## src/rtl/accum_alu_pkg.sv

```systemverilog
`timescale 1ns/1ps
// Shared operation codes and flag-byte bit positions for the accumulator ALU.
// Assumes an 8-bit flag byte whose layout is fixed by the instruction set.
package accum_alu_pkg;

    typedef enum logic [4:0] {
        OP_ADD  = 5'd0,  OP_ADC  = 5'd1,  OP_SUB  = 5'd2,  OP_SBC  = 5'd3,
        OP_AND  = 5'd4,  OP_OR   = 5'd5,  OP_EOR  = 5'd6,  OP_COM  = 5'd7,
        OP_NEG  = 5'd8,  OP_INC  = 5'd9,  OP_DEC  = 5'd10, OP_CLR  = 5'd11,
        OP_ASL  = 5'd12, OP_ASR  = 5'd13, OP_LSR  = 5'd14, OP_ROL  = 5'd15,
        OP_ROR  = 5'd16, OP_ADDW = 5'd17, OP_SUBW = 5'd18, OP_ASLW = 5'd19,
        OP_LSRW = 5'd20, OP_MUL  = 5'd21, OP_IDXA = 5'd22, OP_A2CC = 5'd23,
        OP_CC2A = 5'd24, OP_SETC = 5'd25, OP_CLRC = 5'd26, OP_SETI = 5'd27,
        OP_CLRI = 5'd28, OP_SETV = 5'd29, OP_CLRV = 5'd30, OP_NONE = 5'd31
    } alu_op_e;

    localparam int unsigned CC_W = 8;
    localparam int unsigned CC_H = 5;
    localparam int unsigned CC_I = 4;
    localparam int unsigned CC_N = 3;
    localparam int unsigned CC_Z = 2;
    localparam int unsigned CC_V = 1;
    localparam int unsigned CC_C = 0;

endpackage

```

## src/rtl/alu_byte_unit.sv

```systemverilog
`timescale 1ns/1ps
// Single-width arithmetic, logic, shift and rotate unit with flag update.
// Purely combinational. Outputs are only meaningful for byte operation codes.
// Assumes DW is even and at least 4, so that the half-carry bit exists.
module alu_byte_unit
    import accum_alu_pkg::*;
#(
    parameter int unsigned DW = 8
) (
    input  alu_op_e          op,
    input  logic [DW-1:0]    a,
    input  logic [DW-1:0]    b,
    input  logic [CC_W-1:0]  cc_in,
    output logic [DW-1:0]    res,
    output logic [CC_W-1:0]  cc_out
);
    localparam int unsigned NIB = DW / 2;
    localparam logic [DW-1:0] MIN_NEG = {1'b1, {(DW-1){1'b0}}};
    localparam logic [DW-1:0] MAX_POS = ~MIN_NEG;

    logic          cin;
    logic [DW:0]   sum;
    logic [DW:0]   diff;
    logic          h_nx, v_nx, c_nx;

    // Carry-in is only used by the with-carry forms.
    assign cin  = ((op == OP_ADC) || (op == OP_SBC)) ? cc_in[CC_C] : 1'b0;
    assign sum  = {1'b0, a} + {1'b0, b} + {{DW{1'b0}}, cin};
    assign diff = {1'b0, a} - {1'b0, b} - {{DW{1'b0}}, cin};

    // Select the result and the H, V and C rules for each byte operation.
    always_comb begin
        res  = '0;
        h_nx = cc_in[CC_H];
        v_nx = cc_in[CC_V];
        c_nx = cc_in[CC_C];
        case (op)
            OP_ADD, OP_ADC: begin
                res  = sum[DW-1:0];
                h_nx = a[NIB] ^ b[NIB] ^ sum[NIB];
                v_nx = (a[DW-1] == b[DW-1]) && (sum[DW-1] != a[DW-1]);
                c_nx = sum[DW];
            end
            OP_SUB, OP_SBC: begin
                res  = diff[DW-1:0];
                v_nx = (a[DW-1] != b[DW-1]) && (diff[DW-1] != a[DW-1]);
                c_nx = diff[DW];
            end
            OP_AND: begin res = a & b; v_nx = 1'b0; end
            OP_OR:  begin res = a | b; v_nx = 1'b0; end
            OP_EOR: begin res = a ^ b; v_nx = 1'b0; end
            OP_COM: begin res = ~a; v_nx = 1'b0; c_nx = 1'b1; end
            OP_NEG: begin
                res  = '0 - a;
                v_nx = (a == MIN_NEG);
                c_nx = (a != '0);
            end
            OP_INC: begin res = a + DW'(1); v_nx = (a == MAX_POS); end
            OP_DEC: begin res = a - DW'(1); v_nx = (a == MIN_NEG); end
            OP_CLR: begin res = '0; v_nx = 1'b0; c_nx = 1'b0; end
            OP_ASL: begin
                res  = {a[DW-2:0], 1'b0};
                c_nx = a[DW-1];
                v_nx = a[DW-2] ^ a[DW-1];
            end
            OP_ASR: begin
                res  = {a[DW-1], a[DW-1:1]};
                c_nx = a[0];
                v_nx = a[DW-1] ^ a[0];
            end
            OP_LSR: begin
                res  = {1'b0, a[DW-1:1]};
                c_nx = a[0];
                v_nx = a[0];
            end
            OP_ROL: begin
                res  = {a[DW-2:0], cc_in[CC_C]};
                c_nx = a[DW-1];
                v_nx = a[DW-2] ^ a[DW-1];
            end
            OP_ROR: begin
                res  = {cc_in[CC_C], a[DW-1:1]};
                c_nx = a[0];
                v_nx = cc_in[CC_C] ^ a[0];
            end
            default: res = a;
        endcase
    end

    // Pack the new flags. I and bits 7:6 pass through.
    always_comb begin
        cc_out       = cc_in;
        cc_out[CC_H] = h_nx;
        cc_out[CC_N] = res[DW-1];
        cc_out[CC_Z] = (res == '0);
        cc_out[CC_V] = v_nx;
        cc_out[CC_C] = c_nx;
    end

endmodule

```

## src/rtl/alu_wide_unit.sv

```systemverilog
`timescale 1ns/1ps
// Double-width unit for the D register and the index register: add, subtract,
// shifts, multiply and the flag-neutral index add. Combinational. Never
// touches H, and leaves the flags it does not own as they came in.
module alu_wide_unit
    import accum_alu_pkg::*;
#(
    parameter int unsigned DW = 8
) (
    input  alu_op_e          op,
    input  logic [2*DW-1:0]  d,
    input  logic [2*DW-1:0]  m,
    input  logic [CC_W-1:0]  cc_in,
    output logic [2*DW-1:0]  res,
    output logic [CC_W-1:0]  cc_out
);
    localparam int unsigned WW = 2 * DW;

    logic [WW:0]   wsum;
    logic [WW:0]   wdiff;
    logic [WW-1:0] prod;

    assign wsum  = {1'b0, d} + {1'b0, m};
    assign wdiff = {1'b0, d} - {1'b0, m};
    assign prod  = {{DW{1'b0}}, d[DW-1:0]} * {{DW{1'b0}}, m[DW-1:0]};

    // Per-operation result and flag update on the double-width path.
    always_comb begin
        res    = d;
        cc_out = cc_in;
        case (op)
            OP_ADDW: begin
                res          = wsum[WW-1:0];
                cc_out[CC_V] = (d[WW-1] == m[WW-1]) && (wsum[WW-1] != d[WW-1]);
                cc_out[CC_C] = wsum[WW];
            end
            OP_SUBW: begin
                res          = wdiff[WW-1:0];
                cc_out[CC_V] = (d[WW-1] != m[WW-1]) && (wdiff[WW-1] != d[WW-1]);
                cc_out[CC_C] = wdiff[WW];
            end
            OP_ASLW: begin
                res          = {d[WW-2:0], 1'b0};
                cc_out[CC_C] = d[WW-1];
                cc_out[CC_V] = d[WW-2] ^ d[WW-1];
            end
            OP_LSRW: begin
                res          = {1'b0, d[WW-1:1]};
                cc_out[CC_C] = d[0];
                cc_out[CC_V] = d[0];
            end
            OP_MUL: begin
                res          = prod;
                cc_out[CC_C] = prod[DW-1];
            end
            OP_IDXA: res = d + {{DW{1'b0}}, m[DW-1:0]};
            default: res = d;
        endcase
        if (op == OP_ADDW || op == OP_SUBW || op == OP_ASLW || op == OP_LSRW) begin
            cc_out[CC_N] = res[WW-1];
            cc_out[CC_Z] = (res == '0);
        end
    end

endmodule

```

## src/rtl/alu_flag_unit.sv

```systemverilog
`timescale 1ns/1ps
// Flag-register moves and single-flag set/clear operations. Combinational.
// Assumes the result width is at least the flag byte width.
module alu_flag_unit
    import accum_alu_pkg::*;
#(
    parameter int unsigned WW = 16
) (
    input  alu_op_e          op,
    input  logic [WW-1:0]    a,
    input  logic [CC_W-1:0]  cc_in,
    output logic [WW-1:0]    res,
    output logic [CC_W-1:0]  cc_out
);
    // Move between A and the flag byte, or force one flag.
    always_comb begin
        res    = a;
        cc_out = cc_in;
        case (op)
            OP_A2CC: cc_out = a[CC_W-1:0];
            OP_CC2A: res    = {{(WW-CC_W){1'b0}}, cc_in};
            OP_SETC: cc_out[CC_C] = 1'b1;
            OP_CLRC: cc_out[CC_C] = 1'b0;
            OP_SETI: cc_out[CC_I] = 1'b1;
            OP_CLRI: cc_out[CC_I] = 1'b0;
            OP_SETV: cc_out[CC_V] = 1'b1;
            OP_CLRV: cc_out[CC_V] = 1'b0;
            default: cc_out = cc_in;
        endcase
    end

endmodule

```

## src/rtl/accum_alu.sv

```systemverilog
`timescale 1ns/1ps
// Accumulator ALU top: routes the operation to the byte, wide or flag unit
// and registers the selected result and flag byte for one cycle.
// Assumes the surrounding core supplies operands and the current flag byte.
module accum_alu
    import accum_alu_pkg::*;
#(
    parameter int unsigned DW = 8
) (
    input  logic                clk,
    input  logic                rst_n,
    input  logic                in_valid,
    input  logic [4:0]          op,
    input  logic [2*DW-1:0]     opa,
    input  logic [2*DW-1:0]     opb,
    input  logic [CC_W-1:0]     cc_in,
    output logic                out_valid,
    output logic [2*DW-1:0]     res_q,
    output logic [CC_W-1:0]     cc_q
);
    localparam int unsigned WW = 2 * DW;

    alu_op_e         op_e;
    logic [DW-1:0]   byte_res;
    logic [CC_W-1:0] byte_cc;
    logic [WW-1:0]   wide_res;
    logic [CC_W-1:0] wide_cc;
    logic [WW-1:0]   flag_res;
    logic [CC_W-1:0] flag_cc;
    logic [WW-1:0]   nxt_res;
    logic [CC_W-1:0] nxt_cc;

    assign op_e = alu_op_e'(op);

    alu_byte_unit #(.DW(DW)) u_byte (
        .op(op_e), .a(opa[DW-1:0]), .b(opb[DW-1:0]), .cc_in(cc_in),
        .res(byte_res), .cc_out(byte_cc)
    );

    alu_wide_unit #(.DW(DW)) u_wide (
        .op(op_e), .d(opa), .m(opb), .cc_in(cc_in),
        .res(wide_res), .cc_out(wide_cc)
    );

    alu_flag_unit #(.WW(WW)) u_flag (
        .op(op_e), .a(opa), .cc_in(cc_in),
        .res(flag_res), .cc_out(flag_cc)
    );

    // Pick the unit that owns the current operation code range.
    always_comb begin
        if (op_e <= OP_ROR) begin
            nxt_res = {{DW{1'b0}}, byte_res};
            nxt_cc  = byte_cc;
        end else if (op_e <= OP_IDXA) begin
            nxt_res = wide_res;
            nxt_cc  = wide_cc;
        end else begin
            nxt_res = flag_res;
            nxt_cc  = flag_cc;
        end
    end

    // Output register: capture on a valid request, hold otherwise.
    always_ff @(posedge clk) begin
        if (!rst_n) begin
            out_valid <= 1'b0;
            res_q     <= '0;
            cc_q      <= '0;
        end else begin
            out_valid <= in_valid;
            if (in_valid) begin
                res_q <= nxt_res;
                cc_q  <= nxt_cc;
            end
        end
    end

    AST_VALID_FOLLOWS: assert property (@(posedge clk) disable iff (!rst_n)
        in_valid |=> out_valid);
    AST_HOLD_IDLE: assert property (@(posedge clk) disable iff (!rst_n)
        !in_valid |=> ($stable(res_q) && $stable(cc_q) && !out_valid));
    AST_TOP_BITS_KEPT: assert property (@(posedge clk) disable iff (!rst_n)
        (in_valid && op_e != OP_A2CC) |=> (cc_q[7:6] == $past(cc_in[7:6])));
    AST_CLEAR_ZERO: assert property (@(posedge clk) disable iff (!rst_n)
        (in_valid && op_e == OP_CLR) |=> (res_q == '0 && cc_q[CC_Z] && !cc_q[CC_C]));
    AST_LSR_N_LOW: assert property (@(posedge clk) disable iff (!rst_n)
        (in_valid && (op_e == OP_LSR || op_e == OP_LSRW)) |=> !cc_q[CC_N]);
    AST_MUL_CARRY: assert property (@(posedge clk) disable iff (!rst_n)
        (in_valid && op_e == OP_MUL) |=> (cc_q[CC_C] == res_q[DW-1]));
    AST_IDX_FLAGS_HELD: assert property (@(posedge clk) disable iff (!rst_n)
        (in_valid && op_e == OP_IDXA) |=> (cc_q == $past(cc_in)));

endmodule

```

## config.mk

```make
export PLATFORM = sky130hd
export DESIGN_NAME = accum_alu
export DESIGN_NICKNAME = d
export VERILOG_FILES = /design/src/rtl/accum_alu_pkg.sv /design/src/rtl/alu_byte_unit.sv /design/src/rtl/alu_wide_unit.sv /design/src/rtl/alu_flag_unit.sv /design/src/rtl/accum_alu.sv
export SDC_FILE = /design/constraint.sdc
export NUM_CORES = 1
export LEC_CHECK = 0
export ABC_CLOCK_PERIOD_IN_PS = 5900
export BUFFER_PORTS_ARGS = -buffer_cell sky130_fd_sc_hd__buf_2
export CORE_MARGIN = 2
export CORE_UTILIZATION = 60
export CTS_CLUSTER_DIAMETER = 150
export DETAILED_ROUTE_END_ITERATION = 8
export PLACE_DENSITY = 0.8
export SLEW_MARGIN = 20
export SYNTH_ARGS = -nofsm -noshare
export SYNTH_HDL_FRONTEND = slang
export SYNTH_SLANG_ARGS = --single-unit
```

## constraint.sdc

```tcl
create_clock -name clk -period 5.9 [get_ports clk]
set_clock_uncertainty 0.15 [all_clocks]
set_input_delay 0.59 -clock clk [delete_from_list [all_inputs] [get_ports clk]]
set_output_delay 0.59 -clock clk [all_outputs]
set_load 0.02 [all_outputs]
```

==> key figures, run 1 <==
Run status
  – Run status: completed

Layout
  – Area added between synthesis and finish: 6.77%
  – Final net count: 1375
  – Post-Layout Cell Count: 1365
  – Layout cells sized above 1: 11.1%
  – Commonest non-fill, non-tap cell in the layout: nor2_1
  – # diodes: 0
  – Fillers: 1297
  – Fin util: 65.0%
  – Most frequent cells in the layout: 113 x nor2_1, 98 x ha_1, 97 x inv_1
  – Post-route cell area: 8910 µm²

Route
  – Drt via density: 7.08
  – DRT iter0 DRCs: 1253
  – First drt pass iteration count: 6
  – Routed WL: 30900 µm
  – Routed Antenna Nets: 0
  – DRC viols: 0
  – DR WL/cell: 22.6 µm
  – Via count: 9662

Die
  – Core area: 13700 µm²
  – Die width: 122 µm
  – IO Count: 73
  – Initial Util: 60.8%
  – DIE AREA: 14900 µm²
  – Die height: 122 µm
  – # rows: 43

GRT
  – M1 GR Usage: 53.8%
  – Number of global-route vias before repair: 8974
  – Initial antenna violation count: 0
  – Gr usage total: 41.4%
  – Met3 global-route usage: 8.05%
  – M2 GR Usage: 64.7%
  – Total gr overflow: 0
  – GRT Max-Usage Layer: met2
  – First-pass GRT wire length: 48400 µm
  – Largest net degree at the start of global routing: 41

Power and ir drop
  – Static Leak: 4.02 nW
  – Power Density: 166 nW/µm²
  – VDD IR-drop max: 182 µV
  – Tot Pwr: 1.48 mW

Timing
  – Min Hold Slack: 0.315 ns
  – Post-layout min period: 5.55 ns
  – Slew @ Worst Pin: 1.13 ns
  – Normalized max-slew margin: 24.3%
  – Finish-stage setup viols: 0
  – TNS Setup: 0 ns
  – Crit share post-route: 94.1%
  – Fin. Hold Viols: 0
  – Max-slew violation count: 0
  – RSZ-0062 raised after global routing: no
  – Max Clk Rate: 180 MHz
  – Final WS setup: 0.348 ns

Setup path
  – Highest fanout seen on the critical path: 5
  – CP max stage delay: 0.54 ns
  – Flop-to-flop setup slack: 4.70 ns
  – Worst Path Required: 5.90 ns
  – Most frequent CP cell: fa_1
  – Nature of the critical path endpoint: register
  – Startpoint Class: input port
  – Crit path arrival time: 5.55 ns
  – Setup Crit Path Kind: input port to register
  – Crit-path cells: buf_2 -> clkinv_1 -> nor2_1 -> fa_1 -> fa_1 -> fa_1 -> inv_1 -> fa_1 -> inv_1 -> ha_1 -> nor4_1 -> o21ai_0 -> a41oi_1 -> o21ai_0 -> xnor2_1 -> nor2_1 -> a2111oi_2 -> nand2_1 -> a32o_1
  – Slowest cell on the critical path: fa_1

Clock tree
  – Clk pin slew, worst setup/hold paths: 0.06 ns
  – TritonCTS Buffers: 3
  – CTS H-tree lvls: 1
  – CTS tree: built
  – Setup Buffers After CTS: 0
  – Later-pin clock latency in the skew report: 0.26 ns
  – Clock buffer depth: 2
  – CTS sink cnt: 25
  – CTS hold repair buffers: 0
  – Resized Gates After CTS: 0
  – CTS root buffer: clkbuf_16

Logic synthesis
  – Syn Inst Count: 1152
  – Sequential area share after synthesis: 6.00%
  – Yosys cell types: 91
  – FF+latch count, synth: 25
  – Synth Area per Inst: 7.25 µm²
  – Mapped Nets: 1341
  – Synthesized area: 8350 µm²
  – Ys flop type: dfxtp_1
  – Post-synth EDFFs: 0
  – Post-synth ARST share: 0%
  – Ys Warns: 0

Placement
  – Dpl cells: 1361
  – Post-place setup slack: 0.184 ns
  – Gp weighted congestion: 1.08
  – Post-place instance area: 8830 µm²
  – DP HPWL: 23900 µm
  – IO buf count: 72

Worst hold path
  – Worst Hold Class: register to register

Job
  – Max cap viols: 0
cell usage after synthesis, drive strengths merged, types with 20 or more instances:
cell	number	area [µm²]
a31oi	21	131
xnor2	27	244
a211oi	20	155
nand3	38	190
inv	99	372
a21o	21	158
nand2	82	308
nor3	34	190
buf	26	144
o21ai	64	324
a221oi	21	184
dfxtp	25	500
a21oi	84	435
nor2	113	424
ha	98	1230
clkbuf	46	173
fa	43	861
kinds of logic after synthesis:
logic type               after synthesis  synth area share, %
adder cells (fa/ha/maj)              141                 25.0
flip-flops                            25                 6.00
multiplexers                          11                 1.36
buffers and inverters                178                 8.56
XOR/XNOR                              37                 3.97
AO/OA/AOI/OAI                        389                 33.2
AND/OR/NAND/NOR                      371                 21.9
state kept, by name, indices dropped and copies added (netlist names):
register	count
cc_q	8
out_valid	1
res_q	16
worst paths after layout:
| check | startpoint | end | depth (start not counted) |
|---|---|---|---|
| max | opa[3] | res_q[15]$_SDFFE_PN0P_ | 19 |
| min | res_q[13]$_SDFFE_PN0P_ | res_q[13]$_SDFFE_PN0P_ | 2 |
| max reg2reg | cc_q[3]$_SDFFE_PN0P_ | cc_q[3]$_SDFFE_PN0P_ | 3 |
| min reg2reg | res_q[13]$_SDFFE_PN0P_ | res_q[13]$_SDFFE_PN0P_ | 2 |
power by group:
part	internal [mW]	switching (mW)	total (mW)
logic	0.426	0.715	1.14
clock network	0.0925	0.0597	0.152
registers	0.182	0.00646	0.188
layer usage:
layer	share of wire (%)	wire length, µm	vias to the layer above
met5	0	0	-
met4	6.9	2120	0
met3	11	3420	167
met2	44	13500	705
met1	38	11800	4480
li1	-	-	4310
area by class of cell:
class	count	area, µm²	area share, %
clock buffer	4	78.8	0.884
inverter	106	398	4.46
multi-input combinational	949	7130	80.0
sequential	25	500	5.61
tap	180	225	2.53
timing repair buffer	101	578	6.49
worst max-delay path, delay by kind of cell:
kind | cells | cell delay (ns)
XOR/XNOR | 1 | 0.33
buffers and inverters | 4 | 0.46
AND/OR/NAND/NOR | 4 | 0.69
AO/OA/AOI/OAI | 5 | 1.19
adder cells (fa/ha/maj) | 5 | 2.29
Note: power is estimated with default switching activity, not from simulation.
==> inputs of run 2 (changes only) <==
--- a/config.mk
+++ b/config.mk
@@ -12,6 +12,7 @@
 export CTS_CLUSTER_DIAMETER = 150
 export DETAILED_ROUTE_END_ITERATION = 8
 export PLACE_DENSITY = 0.8
+export RECOVER_POWER = 25
 export SLEW_MARGIN = 20
 export SYNTH_ARGS = -nofsm -noshare
 export SYNTH_HDL_FRONTEND = slang
==> run 2 against run 1 <==
Against the previous run:
- critical path depth did not move
- die area did not move
- register-to-register slack lost 0.02 ns
- clock power hardly changed
- largest power group unchanged
- global-route usage unchanged
- critical endpoint unchanged
- count of clock-buffer cells in the layout did not move
- hold slack worse by 0.00086 ns
- power barely moved
- fmax fell by 0.31%
- setup slack got worse by 0.017 ns
- sequential power about the same
==> key figures, run 2 (synthesized netlist as in run 1, its figures left out) <==
Run status
  – Run status: completed

Layout
  – Layout cells sized above 1: 10.0%
  – Fillers: 1305
  – Final net count: 1375
  – # diodes: 0
  – Fin util: 64.9%
  – Biggest regs: res_q x16, cc_q x8, out_valid x1
  – Most frequent cells in the layout: 113 x nor2_1, 98 x ha_1, 97 x inv_1
  – Commonest non-fill, non-tap cell in the layout: nor2_1
  – Area occupied by multi-input gates: 7130 µm²
  – Sequential cell area: 500 µm²
  – Max reg flops: 16
  – Area added between synthesis and finish: 6.59%
  – Register name with the most flops: res_q

Route
  – DRC viols: 0
  – Routed WL: 30900 µm
  – First drt pass iteration count: 5
  – Via count: 9701
  – DRT iter0 DRCs: 1286
  – Drt via density: 7.11
  – DR WL/cell: 22.6 µm
  – Routed Antenna Nets: 0

Setup path
  – Highest fanout seen on the critical path: 7
  – Flop-to-flop setup slack: 4.68 ns
  – Startpoint Class: input port
  – Worst Path Required: 5.90 ns
  – Crit path arrival time: 5.57 ns
  – Crit path to: res_q[15]$_SDFFE_PN0P_
  – Worst r2r src: cc_q[3]$_SDFFE_PN0P_
  – Nature of the critical path endpoint: register
  – R2R depth: 3
  – Setup Crit Path Kind: input port to register
  – FF-to-FF End: cc_q[3]$_SDFFE_PN0P_
  – CP Launch Point: opa[4]

Clock tree
  – CTS tree: built
  – Resized Gates After CTS: 0
  – CTS root buffer: clkbuf_16
  – CTS H-tree lvls: 1
  – CTS sink cnt: 25
  – Clock buffer depth: 2
  – TritonCTS Buffers: 3
  – CTS hold repair buffers: 0
  – Setup Buffers After CTS: 0
  – Later-pin clock latency in the skew report: 0.26 ns
  – Clk pin slew, worst setup/hold paths: 0.06 ns

Timing
  – Finish-stage setup viols: 0
  – Min Hold Slack: 0.314 ns
  – Crit share post-route: 94.4%
  – Max Clk Rate: 180 MHz
  – Fin. Hold Viols: 0
  – Normalized max-slew margin: 25.4%
  – Max-slew violation count: 0
  – Post-layout min period: 5.57 ns
  – TNS Setup: 0 ns
  – RSZ-0062 raised after global routing: no
  – Slew @ Worst Pin: 1.11 ns

GRT
  – Largest net degree at the start of global routing: 41
  – Number of global-route vias before repair: 8974
  – Initial antenna violation count: 0
  – Total gr overflow: 0
  – First-pass GRT wire length: 48400 µm
  – Gr usage total: 41.4%

Job
  – Max cap viols: 0

Die
  – IO Count: 73
  – Core area: 13700 µm²
  – Die height: 122 µm
  – Die width: 122 µm
  – # rows: 43
  – Initial Util: 60.8%
  – DIE AREA: 14900 µm²

Power and ir drop
  – Power Density: 166 nW/µm²
  – Static Leak: 3.97 nW
  – VDD IR-drop max: 181 µV

Worst hold path
  – Hold depth: 2
  – Worst Hold Class: register to register

Placement
  – IO buf count: 72
  – Gp weighted congestion: 1.08
  – DP HPWL: 23900 µm
run 2: report_power, final:
| part | switching (mW) | leakage, nW | total, mW | internal [mW] |
|---|---|---|---|---|
| clock | 0.0603 | 0.0382 | 0.153 | 0.0925 |
| sequential | 0.00671 | 0.206 | 0.188 | 0.182 |
| combinational | 0.715 | 3.73 | 1.14 | 0.424 |
run 2: area by class of cell:
| type | count | share of cell area [%] |
|---|---|---|
| multi-input cells | 949 | 80.2 |
| repair buffers | 101 | 6.33 |
| well taps | 180 | 2.53 |
| flip-flops and latches | 25 | 5.62 |
| clock buffers | 4 | 0.886 |
| inverters | 106 | 4.47 |
run 2: through the flow:
stage | cells | area (µm²) | setup slack [ns] | total power [mW]
3_5_place_dp | 1361 | 8830 | 0.184 | 1.29
5_1_grt | 1365 | 8900 | 0.0258 | 1.60
6_report | 1365 | 8900 | 0.331 | 1.48
3_3_place_gp | 1361 | 8830 | 0.358 | 1.27
4_1_cts | 1365 | 8910 | 0.447 | 1.45
2_1_floorplan | 1152 | 8350 | 0.477 | 0.988
run 2: worst min path at each step:
stage                                start                endpoint  slack [ns]
floorplan            res_q[4]$_SDFFE_PN0P_   res_q[4]$_SDFFE_PN0P_        0.38
global placement     res_q[1]$_SDFFE_PN0P_   res_q[1]$_SDFFE_PN0P_        0.30
detailed placement   res_q[4]$_SDFFE_PN0P_   res_q[4]$_SDFFE_PN0P_        0.30
CTS                  res_q[4]$_SDFFE_PN0P_   res_q[4]$_SDFFE_PN0P_        0.32
global route        res_q[11]$_SDFFE_PN0P_  res_q[11]$_SDFFE_PN0P_        0.34
finish               res_q[4]$_SDFFE_PN0P_   res_q[4]$_SDFFE_PN0P_        0.31
run 2: routing by layer:
layer | vias to the layer above | global-route usage [%] | wire length (µm)
li1 | 4312 | - | -
met1 | 4499 | 53.8 | 11700
met2 | 729 | 64.7 | 13600
met3 | 161 | 8.05 | 3520
met4 | 0 | 22.6 | 2030
met5 | - | 0 | 0
run 2: critical path: stages:
cell and delay, ns:
buf_2 0.20, clkinv_1 0.19, nor2_1 0.17, fa_1 0.45, fa_1 0.53, fa_1 0.54
inv_1 0.05, fa_1 0.52, inv_1 0.04, ha_1 0.24, nor4_1 0.32, o21ai_0 0.20
a41oi_1 0.34, o21ai_0 0.16, xnor2_1 0.34, nor2_1 0.09, a2111oi_2 0.26, nand2_1 0.10
a32o_1 0.22
